<file path="src/rtl/dpot_pkg.sv">
package dpot_pkg;
    localparam int FRAME_W = 24;
    localparam int TAP_W   = 8;
    localparam int N_CH    = 4;
    localparam int N_SLOT  = 4;
    localparam int SEL_W   = $clog2(N_CH);
    localparam int CNT_W   = $clog2(FRAME_W);

    // field positions inside the 24-bit word
    localparam int OP_HI   = 23;
    localparam int SLOT_HI = 19;
    localparam int CH_HI   = 17;
    localparam int MODE_B  = 8;

    typedef enum logic [3:0] {
        OP_NOP       = 4'd0,
        OP_SET_TAP   = 4'd1,
        OP_STORE     = 4'd2,
        OP_READ_TAP  = 4'd3,
        OP_PROG_A    = 4'd4,
        OP_PROG_B    = 4'd5,
        OP_LOAD      = 4'd6,
        OP_PROG_C    = 4'd7
    } op_e;

    typedef struct packed {
        logic             mode;
        logic [TAP_W-1:0] tap;
    } chan_t;

    function automatic logic op_needs_busy(input logic [3:0] op);
        return (op == OP_STORE) || (op == OP_PROG_A) || (op == OP_PROG_B) ||
               (op == OP_LOAD)  || (op == OP_PROG_C);
    endfunction
endpackage

</file>
<file path="src/rtl/dpot_sync.sv">
module dpot_sync #(
    parameter int           W    = 3,
    parameter logic [W-1:0] INIT = '0
) (
    input  logic         clk,
    input  logic         rst_n,
    input  logic [W-1:0] async_i,
    output logic [W-1:0] level_o,
    output logic [W-1:0] rise_o,
    output logic [W-1:0] fall_o
);
    typedef struct packed {
        logic [W-1:0] s1;
        logic [W-1:0] s2;
        logic [W-1:0] s3;
    } sync_t;

    sync_t st_d, st_q;

    always_comb begin
        st_d    = st_q;
        st_d.s1 = async_i;
        st_d.s2 = st_q.s1;
        st_d.s3 = st_q.s2;
    end

    always_ff @(posedge clk or negedge rst_n) begin
        if (!rst_n) st_q <= '{s1: INIT, s2: INIT, s3: INIT};
        else        st_q <= st_d;
    end

    for (genvar gi = 0; gi < W; gi++) begin : g_edge
        assign level_o[gi] = st_q.s2[gi];
        assign rise_o[gi]  = st_q.s2[gi] & ~st_q.s3[gi];
        assign fall_o[gi]  = ~st_q.s2[gi] & st_q.s3[gi];
    end
endmodule

</file>
<file path="src/rtl/dpot_frame.sv">
module dpot_frame
    import dpot_pkg::*;
(
    input  logic               clk,
    input  logic               rst_n,
    input  logic               cs_level,
    input  logic               cs_fall,
    input  logic               cs_rise,
    input  logic               sclk_rise,
    input  logic               mosi,
    input  logic               busy,
    output logic               frame_ok_o,
    output logic [FRAME_W-1:0] word_o,
    output logic               skip_o
);
    typedef struct packed {
        logic [FRAME_W-1:0] shift;
        logic [CNT_W-1:0]   cnt;
        logic               seen;
        logic               skip;
        logic               ok;
    } frm_t;

    frm_t fr_d, fr_q;

    always_comb begin
        fr_d    = fr_q;
        fr_d.ok = 1'b0;
        if (cs_fall) begin
            fr_d.cnt  = '0;
            fr_d.seen = 1'b0;
            fr_d.skip = busy;
        end else if (sclk_rise && !cs_level && !fr_q.skip) begin
            fr_d.shift = {fr_q.shift[FRAME_W-2:0], mosi};
            fr_d.cnt   = (fr_q.cnt == CNT_W'(FRAME_W-1)) ? '0 : fr_q.cnt + 1'b1;
            fr_d.seen  = 1'b1;
        end
        if (cs_rise) begin
            fr_d.ok   = fr_q.seen && !fr_q.skip && (fr_q.cnt == '0);
            fr_d.seen = 1'b0;
        end
    end

    always_ff @(posedge clk or negedge rst_n) begin
        if (!rst_n) fr_q <= '0;
        else        fr_q <= fr_d;
    end

    assign frame_ok_o = fr_q.ok;
    assign word_o     = fr_q.shift;
    assign skip_o     = fr_q.skip;
endmodule

</file>
<file path="src/rtl/dpot_busy.sv">
module dpot_busy #(
    parameter int CYC = 1000
) (
    input  logic clk,
    input  logic rst_n,
    input  logic start_i,
    output logic ready_o
);
    localparam int BW = $clog2(CYC + 1);

    logic [BW-1:0] cnt_d, cnt_q;

    always_comb begin
        cnt_d = cnt_q;
        if (start_i)            cnt_d = BW'(CYC);
        else if (cnt_q != '0)   cnt_d = cnt_q - 1'b1;
    end

    always_ff @(posedge clk or negedge rst_n) begin
        if (!rst_n) cnt_q <= '0;
        else        cnt_q <= cnt_d;
    end

    assign ready_o = (cnt_q == '0);
endmodule

</file>
<file path="src/rtl/dpot_spi_ctrl.sv">
module dpot_spi_ctrl
    import dpot_pkg::*;
#(
    parameter int               BUSY_CYCLES = 1000,
    parameter logic [TAP_W-1:0] RESET_TAP   = 8'h80
) (
    input  logic                    clk,
    input  logic                    rst_n,
    input  logic                    spi_cs_n,
    input  logic                    spi_sclk,
    input  logic                    spi_mosi,
    output logic                    spi_miso,
    output logic                    ready_o,
    output logic [N_CH*TAP_W-1:0]   tap_o,
    output logic [N_CH-1:0]         mode_o
);
    typedef struct packed {
        chan_t [N_CH-1:0]   ch;
        chan_t [N_SLOT-1:0] slot;
        logic [FRAME_W-1:0] tx;
    } core_t;

    logic [2:0] lvl, rise, fall;
    logic               frame_ok, frame_skip, busy_start;
    logic [FRAME_W-1:0] frame_word;
    logic [3:0]         op;
    logic [SEL_W-1:0]   ch_sel, slot_sel;
    chan_t              wr_val;
    core_t              st_d, st_q;

    // bit 0 chip-select, bit 1 serial clock, bit 2 data in
    dpot_sync #(.W(3), .INIT(3'b001)) u_sync (
        .clk     (clk),
        .rst_n   (rst_n),
        .async_i ({spi_mosi, spi_sclk, spi_cs_n}),
        .level_o (lvl),
        .rise_o  (rise),
        .fall_o  (fall)
    );

    dpot_frame u_frame (
        .clk        (clk),
        .rst_n      (rst_n),
        .cs_level   (lvl[0]),
        .cs_fall    (fall[0]),
        .cs_rise    (rise[0]),
        .sclk_rise  (rise[1]),
        .mosi       (lvl[2]),
        .busy       (!ready_o),
        .frame_ok_o (frame_ok),
        .word_o     (frame_word),
        .skip_o     (frame_skip)
    );

    assign op       = frame_word[OP_HI -: 4];
    assign slot_sel = frame_word[SLOT_HI -: SEL_W];
    assign ch_sel   = frame_word[CH_HI -: SEL_W];
    assign wr_val   = '{mode: frame_word[MODE_B], tap: frame_word[TAP_W-1:0]};
    assign busy_start = frame_ok && op_needs_busy(op);

    dpot_busy #(.CYC(BUSY_CYCLES)) u_busy (
        .clk     (clk),
        .rst_n   (rst_n),
        .start_i (busy_start),
        .ready_o (ready_o)
    );

    function automatic core_t reset_state();
        core_t r;
        r = '0;
        for (int i = 0; i < N_CH; i++) begin
            r.ch[i].mode = 1'b0;
            r.ch[i].tap  = RESET_TAP;
        end
        return r;
    endfunction

    always_comb begin
        st_d = st_q;
        if (rise[0])
            st_d.tx = '0;
        else if (fall[1] && !lvl[0] && ready_o && !frame_skip)
            st_d.tx = {st_q.tx[FRAME_W-2:0], 1'b0};
        if (frame_ok) begin
            case (op)
                OP_SET_TAP:  st_d.ch[ch_sel].tap = wr_val.tap;
                OP_STORE:    st_d.slot[slot_sel] = wr_val;
                OP_LOAD:     st_d.ch[ch_sel]     = st_q.slot[slot_sel];
                OP_READ_TAP: st_d.tx = {{(FRAME_W-TAP_W-1){1'b0}}, st_q.ch[ch_sel]};
                default:     ;
            endcase
        end
    end

    always_ff @(posedge clk or negedge rst_n) begin
        if (!rst_n) st_q <= reset_state();
        else        st_q <= st_d;
    end

    for (genvar gi = 0; gi < N_CH; gi++) begin : g_out
        assign tap_o[gi*TAP_W +: TAP_W] = st_q.ch[gi].tap;
        assign mode_o[gi]               = st_q.ch[gi].mode;
    end

    assign spi_miso = st_q.tx[FRAME_W-1];
endmodule

</file>
<file path="config.mk">
export PLATFORM = sky130hd
export DESIGN_NAME = dpot_spi_ctrl
export DESIGN_NICKNAME = d
export VERILOG_FILES = /design/src/rtl/dpot_pkg.sv /design/src/rtl/dpot_sync.sv /design/src/rtl/dpot_frame.sv /design/src/rtl/dpot_busy.sv /design/src/rtl/dpot_spi_ctrl.sv
export SDC_FILE = /design/constraint.sdc
export NUM_CORES = 1
export LEC_CHECK = 0
export BUFFER_PORTS_ARGS = -buffer_cell sky130_fd_sc_hd__buf_2
export CORE_UTILIZATION = 50
export DETAILED_ROUTE_END_ITERATION = 12
export PLACE_DENSITY = 0.7
export SYNTH_ARGS = -nofsm -noshare
export SYNTH_HDL_FRONTEND = slang
export SYNTH_HIERARCHICAL = 1
export SYNTH_SLANG_ARGS = --single-unit
</file>
<file path="constraint.sdc">
create_clock -name clk -period 2.6 [get_ports clk]
set_input_delay 0.39 -clock clk [delete_from_list [all_inputs] [get_ports clk]]
set_output_delay 0.39 -clock clk [all_outputs]
set_load 0.05 [all_outputs]
</file>
==> impl_metrics.csv, run 1 <==
group,metric,value,unit
power_and_ir_drop,power_leakage,3.54,nW
sta,worst_pin_slew,0.643,ns
finish,final_common_cell,"dfrtp_1",
drt,via_per_inst,5.45,
floorplanning,placementRows,43,
critical_path,r2r_slack,0.14,ns
critical_path,arrival,2.16,ns
drt,dr.first_iter.drc_count,277,
critical_path,required,2.21,ns
global_route,grt_overflow,0,
critical_path,timing.rr.end,"st_q[3]",
drt,wl_met2,6.71,mm
power_and_ir_drop,irDropWorstVdd,0.491,mV
synth,avgSynthCellArea,13.0,µm²
sta,hold_violations,0,
floorplanning,core_area,0.0139,mm²
drt,drc_errors,0,
global_route,grt_pass1_wl,21.8,mm
drt,wl_per_cell,17.7,µm
worst_hold_path,holdPathStages,1,
finish,layout-drive-gt1-share,36.2,%
sta,maxSlewViolCount,0,
drt,num_vias,4068,
clock_network,root_buffer,"clkbuf_16",
power_and_ir_drop,powerDensity,677,mW/mm²
floorplanning,fp.dieW,121,µm
worst_hold_path,worstHoldEndpoint,"u_sync/st_d[5]",
global_route,grt_max_degree,59,
global_route,grt_pass1_vias,4078,
global_route,grt_antenna_before_repair,0,
drt,first_pass_iters,4,
clock_network,clkLatencyLatePin,0.43,ns
drt,wl,13.2,mm
sta,fmax,0.392,GHz
critical_path,reg2reg_depth,9,
drt,routed.top_layer,"met4",
clock_network,clk_pin_slew,0.06,ns
clock_network,cts.sink_count,146,
status,status,"finished clean",
floorplanning,die_area,0.0147,mm²
floorplanning,initial_core_util,51.2,%
finish,diodes,0,
run,cap_violations,0,
floorplanning,pin_count,43,
sta,finalCritPeriodShare,98.1,%
synth,synth_area,0.00710,mm²
worst_hold_path,hp-class,"input pin to flip-flop",
synth,yosys_warnings,6,
placed_design,detailed_place_hpwl,8.78,mm
critical_path,r2r_start,"u_busy/cnt_q[1]",
sta,final.setup_skew,0.0108,ns
sta,fin_crit,2.55,ns
placed_design,gp_congestion,0.788,
critical_path,path_max_fanout,7,
finish,syn2layout_area_growth,10.3,%
finish,most-common-layout-cells,"dfrtp_1, mux2i_1, mux2_2",
critical_path,startpoint_type,"flip-flop",
clock_network,numCtsBuffers,17,
drt,met1_length,6.01,mm
synth,synth_nets,554,
placed_design,pre_cts_ws,0.263,ns
finish,final_cell_area,0.00783,mm²
global_route,globalRouteTotalUtil,19.7,%
sta,worst_hold_slack,0.0651,ns
placed_design,io_buffers,42,
critical_path,worst-setup-path-type,"flip-flop to primary output",
worst_hold_path,hp-start,"spi_mosi",
synth,synthCells,546,
placed_design,dpl_cell_area,0.00718,mm²
finish,utilization,56.4,%
critical_path,critical_path.endpoint_type,"primary output",
drt,ant_nets,0,
finish,nets,561,
sta,slew_headroom,57.0,%
sta,layout_setup_ws,0.0493,ns
sta,setup-violations-final,0,
drt,wl_met3,354,µm
clock_network,clockBufferDepth,2,
clock_network,cts_tree,"built",
floorplanning,die_y,121,µm
clock_network,h-tree-depth,4,
## worst max-delay path, cell delays in order (launching register included)
cell	delay, ns
dfrtp_1	0.40
inv_2	0.09
ha_4	0.14
or4b_4	0.51
nor4_4	0.27
buf_6	0.18
buf_8	0.15
## layout make-up
cell class,instances,area (µm²)
clock buffer,24,512
clock inverter,8,75.1
sequential,146,3660
tap,180,225
fill,1086,6050
multi-input combinational,282,2770
timing repair buffer,66,438
inverter,40,150
## metal layers
metal / global-route usage (%) / vias up
met3: 5.31 / 15
met1: 26.2 / 2105
met4: 6.56 / 0
li1: - / 1890
met2: 31.4 / 58
met5: 0 / -
## state kept, by name (all words and copies together) (netlist names)
signal              count
mode_o                  4
spi_miso                1
st_q                   59
tap_o                  32
u_busy/cnt_q           10
u_frame/fr_q            6
u_frame/frame_ok_o      1
u_frame/skip_o          1
u_frame/word_o         24
u_sync/level_o          3
u_sync/st_d             3
u_sync/st_q             2
## report_power, final
part / switching (mW) / total [mW] / internal, mW
combinational: 0.261 / 0.488 / 0.227
sequential: 0.0934 / 2.44 / 2.34
clock: 0.916 / 2.38 / 1.46
## worst max-delay path by stage
stage	endpoint	startpoint	cells after the start
floorplan	st_q[4]	u_busy/cnt_q[0]	9
global placement	st_q[4]	u_busy/cnt_q[0]	8
detailed placement	st_q[7]	u_busy/cnt_q[0]	8
CTS	ready_o	u_busy/cnt_q[0]	6
global route	ready_o	u_busy/cnt_q[0]	6
finish	ready_o	u_busy/cnt_q[1]	6
## metrics by stage
step | setup TNS, ns | instances | power [mW]
after floorplan | -4.09 | 546 | 2.80
after global placement | 0 | 708 | 2.89
after detailed placement | 0 | 708 | 2.91
after CTS | 0 | 741 | 5.31
after global routing | -0.0358 | 746 | 5.52
final | 0 | 746 | 5.30
## what timing repair did
| action | CTS | global route |
|---|---|---|
| setup buffers | 0 | 5 |
| endpoints found under the setup margin | 1 | 1 |
| hold buffers | 1 | 0 |
| pin swaps | 0 | 2 |
| hold endpoints to repair | 54 | 0 |
| resized for setup | 3 | 4 |
(Power assumes the default switching activity.)
==> inputs of run 2 (changes only) <==
--- a/config.mk
+++ b/config.mk
@@ -11,5 +11,4 @@
 export PLACE_DENSITY = 0.7
 export SYNTH_ARGS = -nofsm -noshare
 export SYNTH_HDL_FRONTEND = slang
-export SYNTH_HIERARCHICAL = 1
 export SYNTH_SLANG_ARGS = --single-unit
==> run 2 against run 1 <==
Against the previous run: clock power rose by 3%; register-to-register slack gained 0.23 ns; highest routed layer unchanged; area after synthesis shrank 6.4%; combinational power down 59%.
==> impl_metrics.csv, run 2 <==
group,metric,value,unit
status,status,"finished clean",
synth,synth_area,0.00665,mm²
finish,final_cell_area,0.00751,mm²
drt,drc_errors,0,
floorplanning,fp.dieW,117,µm
placed_design,gp_congestion,0.810,
placed_design,dp.cells,692,
synth,synthXorXnorAreaFrac,0.659,%
sta,rsz0062_at_grt,"no",
critical_path,worst-setup-path-type,"flip-flop to primary output",
finish,most-common-layout-cells,"dfrtp_1, mux2_1, nand2_1",
drt,first_pass_iters,4,
finish,nets,555,
global_route,grt_overflow,0,
critical_path,critical_path.endpoint_type,"primary output",
clock_network,numCtsBuffers,17,
critical_path,arrival,2.13,ns
finish,ff_latch_area,0.00366,mm²
clock_network,clkLatencyLatePin,0.42,ns
sta,fin_crit,2.52,ns
drt,dr.first_iter.drc_count,210,
synth,yosys_warnings,0,
synth,synthCells,524,
synth,ys_ff_latch,146,
critical_path,required,2.21,ns
placed_design,io_buffers,42,
sta,setup_tns,0,ns
finish,layout-drive-gt1-share,24.6,%
clock_network,h-tree-depth,4,
sta,finalCritPeriodShare,96.9,%
finish,multiInputGateArea,0.00256,mm²
finish,final_common_cell,"dfrtp_1",
global_route,grt_pass1_vias,4142,
sta,final.setup_skew,0.00634,ns
synth,yosys.area.top_type,"dfrtp_1",
synth,synth_nets,535,
run,cap_violations,0,
clock_network,clk_pin_slew,0.06,ns
sta,fmax,0.397,GHz
synth,yosysMostFrequentCell,"dfrtp_1",
drt,ant_nets,0,
synth,avgSynthCellArea,12.7,µm²
synth,synthSimpleGateAreaFrac,8.88,%
global_route,grt_antenna_before_repair,0,
finish,syn2layout_area_growth,13.0,%
sta,maxSlewViolCount,0,
critical_path,path_max_fanout,4,
drt,num_vias,3961,
synth,ys_top_cells_by_count,"dfrtp_1, mux2_1, nand2_1",
sta,hold_violations,0,
sta,slew_headroom,50.6,%
synth,synth_area_leaders,"dfrtp_1, mux2_1, mux4_2",
synth,ys_seq_area_share,55.1,%
floorplanning,core_area,0.0128,mm²
power_and_ir_drop,powerDensity,670,mW/mm²
finish,stdcell_count,729,
synth,synth_top_area_share,52.3,%
synth,synthDistinctLibCells,54,
finish,diodes,0,
clock_network,cts_tree,"built",
synth,async_flop_share,100,%
placed_design,dpl_cell_area,0.00685,mm²
synth,synth_fa_ha_area_share,1.13,%
finish,largest_reg_flops,59,
drt,via_per_inst,5.43,
power_and_ir_drop,irDropWorstVdd,0.412,mV
synth,muxShareOfSynthArea,22.1,%
synth,synthFlopType,"dfrtp_1",
sta,setup-violations-final,0,
global_route,grt_pass1_wl,21.1,mm
floorplanning,die_y,117,µm
clock_network,clockBufferDepth,2,
finish,nFillCells,985,
synth,synth_compound_area_share,5.50,%
synth,synth_top_family_by_area,"multiplexers",
sta,worst_pin_slew,0.734,ns
placed_design,detailed_place_hpwl,8.27,mm
drt,wl,12.6,mm
global_route,grt_max_degree,66,
finish,top_register,"st_q",
synth,synth_edf_count,0,
floorplanning,initial_core_util,52.0,%
worst_hold_path,hp-class,"input pin to flip-flop",
critical_path,startpoint_type,"flip-flop",
floorplanning,pin_count,43,
power_and_ir_drop,power_leakage,3.65,nW
global_route,globalRouteTotalUtil,19.8,%
floorplanning,placementRows,41,
clock_network,cts.sink_count,146,
drt,wl_per_cell,17.2,µm
floorplanning,die_area,0.0138,mm²
clock_network,root_buffer,"clkbuf_16",
run 2: worst paths after layout:
path	start	endpoint	slack, ns	cells past startpoint
min in group asynchronous	rst_n	tap_o[10]	0.52	2
max in group asynchronous	rst_n	tap_o[7]	1.37	3
hold / removal	spi_cs_n	u_sync.st_d[3]	0.07	1
hold reg to reg	u_sync.st_d[5]	u_sync.level_o[2]	0.35	0
setup reg to reg	u_frame.frame_ok_o	st_q[39]	0.37	4
setup / recovery	u_busy.cnt_q[1]	ready_o	0.08	6
run 2: final cells by class:
type                    count  area share (%)
flip-flops and latches    146            48.8
multi-input cells         303            34.1
clock buffers              21            6.13
repair buffers             64            5.75
well taps                 172            2.86
clock inverters            11            1.82
inverters                  12           0.633
run 2: power breakdown:
group / switching [mW] / leakage (nW) / internal (mW)
sequential: 0.0637 / 1.99 / 2.32
clock: 0.902 / 0.296 / 1.55
combinational: 0.134 / 1.36 / 0.0658
total: 1.10 / 3.65 / 3.94
run 2: worst max-delay path: stages (launching register included):
cell	delay [ns]
dfrtp_1	0.41
inv_2	0.07
ha_1	0.14
or4b_4	0.46
or3_4	0.41
inv_4	0.08
buf_8	0.14
run 2: routing by layer:
layer | share of wire (%) | track usage, % | routed length, µm
met5 | 0 | 0 | 0
met4 | 1.7 | 8.12 | 208
met3 | 3.7 | 5.20 | 462
met2 | 50 | 32.4 | 6300
met1 | 45 | 25.0 | 5590
run 2: repair_timing:
item,in CTS,in global routing
setup buffers,0,4
gates resized for setup,4,4
endpoints found under the hold margin,59,0
hold buffers,1,0
endpoints found under the setup margin,1,1
pin swaps,0,1
run 2: kinds of logic (layout without fill, tap and decap cells):
kind of cell	Yosys count	in the layout
flip-flops	146	146
multiplexers	116	116
AO/OA/AOI/OAI	61	61
adder cells (fa/ha/maj)	6	6
buffers and inverters	75	108
AND/OR/NAND/NOR	115	115
XOR/XNOR	5	5
run 2: metrics by stage:
stage | power (mW) | setup WS (ns) | util, % | hold slack, ns
3_5_place_dp | 2.63 | 0.279 | 53.7 | 0.339
5_1_grt | 5.23 | 0.00725 | 58.8 | 0.0534
3_3_place_gp | 2.62 | 0.297 | 53.7 | 0.333
4_1_cts | 5.09 | 0.0371 | 58.5 | 0.0559
6_report | 5.04 | 0.0796 | 58.8 | 0.0701
2_1_floorplan | 2.51 | 0.359 | - | 0.0944
==> inputs of run 3 (changes only) <==
--- a/config.mk
+++ b/config.mk
@@ -6,9 +6,11 @@
 export NUM_CORES = 1
 export LEC_CHECK = 0
 export BUFFER_PORTS_ARGS = -buffer_cell sky130_fd_sc_hd__buf_2
-export CORE_UTILIZATION = 50
+export CELL_PAD_IN_SITES_DETAIL_PLACEMENT = 0
+export CELL_PAD_IN_SITES_GLOBAL_PLACEMENT = 2
+export CORE_UTILIZATION = 38
 export DETAILED_ROUTE_END_ITERATION = 12
-export PLACE_DENSITY = 0.7
+export PLACE_DENSITY_LB_ADDON = 0.1
 export SYNTH_ARGS = -nofsm -noshare
 export SYNTH_HDL_FRONTEND = slang
 export SYNTH_SLANG_ARGS = --single-unit
==> run 3 against run 2 <==
Against the previous run: wire length is 6.8% higher; cell area rose by 1.1%; sequential power about the same; hold slack about the same.
==> impl_metrics.csv, run 3 (synthesized netlist as in run 2, its figures left out) <==
group,metric,value,unit
status,status,"finished clean",
power_and_ir_drop,clkPwrFrac,48.9,%
clock_network,clkLatencyLatePin,0.42,ns
drt,drc_errors,0,
finish,top_register,"st_q",
worst_hold_path,hp-class,"input pin to flip-flop",
finish,nets,556,
critical_path,required,2.21,ns
run,cap_violations,0,
drt,met1_length,6.59,mm
sta,worst_hold_slack,0.0704,ns
global_route,grt_max_degree,56,
clock_network,numCtsBuffers,17,
sta,final.setup_skew,0.00891,ns
floorplanning,fp.dieW,134,µm
floorplanning,initial_core_util,39.5,%
drt,dr.first_iter.drc_count,201,
clock_network,root_buffer,"clkbuf_16",
clock_network,cts_tree,"built",
critical_path,cp.buffers_inverters,3,
sta,maxSlewViolCount,0,
drt,via_per_inst,5.06,
placed_design,detailed_place_hpwl,8.99,mm
sta,setup_tns,0,ns
floorplanning,core_area,0.0168,mm²
finish,syn2layout_area_growth,14.2,%
placed_design,io_buffers,42,
floorplanning,placementRows,47,
critical_path,cp_top_family,"simple AND/OR/NAND/NOR gates",
clock_network,cts.sink_count,146,
drt,wl,13.4,mm
critical_path,slowest_delay,0.46,ns
placed_design,gp_congestion,0.704,
critical_path,startpoint_type,"flip-flop",
sta,finalCritPeriodShare,95.4,%
sta,slew_headroom,40.6,%
drt,routed.top_layer,"met4",
finish,final_common_cell,"dfrtp_1",
drt,wl_met3,310,µm
clock_network,h-tree-depth,4,
power_and_ir_drop,irDropWorstVdd,0.478,mV
drt,num_vias,3934,
floorplanning,die_y,134,µm
finish,largest_reg_flops,59,
sta,setup-violations-final,0,
sta,fin_crit,2.48,ns
power_and_ir_drop,power.switching,1.12,mW
global_route,grt_pass1_vias,4067,
global_route,grt_pass1_wl,22.5,mm
sta,fmax,0.403,GHz
power_and_ir_drop,combPwrFrac,4.4,%
power_and_ir_drop,p_sw_share,21.9,%
global_route,globalRouteTotalUtil,16.5,%
critical_path,path_max_fanout,3,
clock_network,clockBufferDepth,2,
clock_network,clk_pin_slew,0.06,ns
drt,ant_nets,0,
global_route,grt_overflow,0,
critical_path,cpMaxStageDelayCell,"or4b_4",
power_and_ir_drop,seq_power_share,46.7,%
critical_path,crit_chain,"inv_2, ha_1, or4b_4, or3_4, inv_4, buf_8",
critical_path,critical_path.endpoint_type,"primary output",
floorplanning,pin_count,43,
global_route,grt_antenna_before_repair,0,
power_and_ir_drop,powerDensity,673,mW/mm²
finish,diodes,0,
finish,most-common-layout-cells,"dfrtp_1, mux2_1, nand2_1",
drt,wl_met2,6.29,mm
floorplanning,die_area,0.0180,mm²
power_and_ir_drop,internal_power,3.99,mW
critical_path,worst-setup-path-type,"flip-flop to primary output",
drt,first_pass_iters,4,
finish,layout-drive-gt1-share,24.2,%
power_and_ir_drop,power_leakage,3.65,nW
sta,worst_pin_slew,0.891,ns
sta,hold_violations,0,
sta,rsz0062_at_grt,"no",
critical_path,arrival,2.09,ns
drt,wl_per_cell,17.2,µm
[run 3: changes by cell type in the layout (fill, tap and decap cells not counted), sizes merged]
cell,change
clkinvlp,+1
clkbuf,+3
buf,+1
clkinv,-4
[run 3: path summary, 6_finish.rpt]
check | start | end | slack (ns) | cells after the start
min in group asynchronous | rst_n | tap_o[20] | 0.47 | 2
min reg2reg | u_sync.st_d[5] | u_sync.level_o[2] | 0.34 | 0
max | u_busy.cnt_q[0] | ready_o | 0.12 | 6
max reg2reg | u_busy.cnt_q[0] | st_q[5] | 0.42 | 8
min | spi_cs_n | u_sync.st_d[3] | 0.07 | 1
max in group asynchronous | rst_n | tap_o[7] | 1.45 | 3
[run 3: worst reg2reg max path, delay by kind of cell, from the launching register on]
| kind | cells | cell delay [ns] |
|---|---|---|
| AOI/OAI and AO/OA | 1 | 0.07 |
| DFF | 1 | 0.40 |
| buffers and inverters | 3 | 0.49 |
| adders and majority gates | 1 | 0.15 |
| and+or+nand+nor | 2 | 0.65 |
| muxes | 1 | 0.27 |
[run 3: power groups by stage]
stage	logic, mW	registers, mW	clock network (mW)
after floorplan	0.108	2.40	0
after global placement	0.223	2.43	0
after detailed placement	0.229	2.43	0
after CTS	0.230	2.39	2.57
after global routing	0.253	2.40	2.68
final	0.226	2.39	2.50
[run 3: layout make-up]
cell class / instances / area, µm²
Clock inverter: 8 / 128
Timing Repair Buffer: 65 / 439
Tap cell: 220 / 275
Fill cell: 1589 / 9230
Inverter: 12 / 47.5
Clock buffer: 24 / 482
Sequential cell: 146 / 3660
Multi-Input combinational cell: 303 / 2560
[run 3: metal layers]
| metal | vias to the layer above | global-route usage [%] |
|---|---|---|
| met4 | 0 | 6.18 |
| met2 | 44 | 25.3 |
| met5 | - | 0 |
| li1 | 1866 | - |
| met3 | 13 | 3.74 |
| met1 | 2011 | 22.8 |
[run 3: stage by stage]
step	util, %	instance area (µm²)	instances	setup WS, ns	total power [mW]
2_1_floorplan	-	6650	524	0.359	2.51
3_3_place_gp	41.3	6950	745	0.401	2.65
3_5_place_dp	41.3	6950	745	0.387	2.66
4_1_cts	45.1	7580	778	0.0283	5.18
5_1_grt	45.1	7590	778	0.0155	5.33
6_report	45.1	7590	778	0.121	5.11
[run 3: repair_timing]
item,CTS,global route
endpoints found under the setup margin,1,1
resized for setup,2,5
hold endpoints to repair,38,0
buffers inserted,0,0
hold buffers,1,0
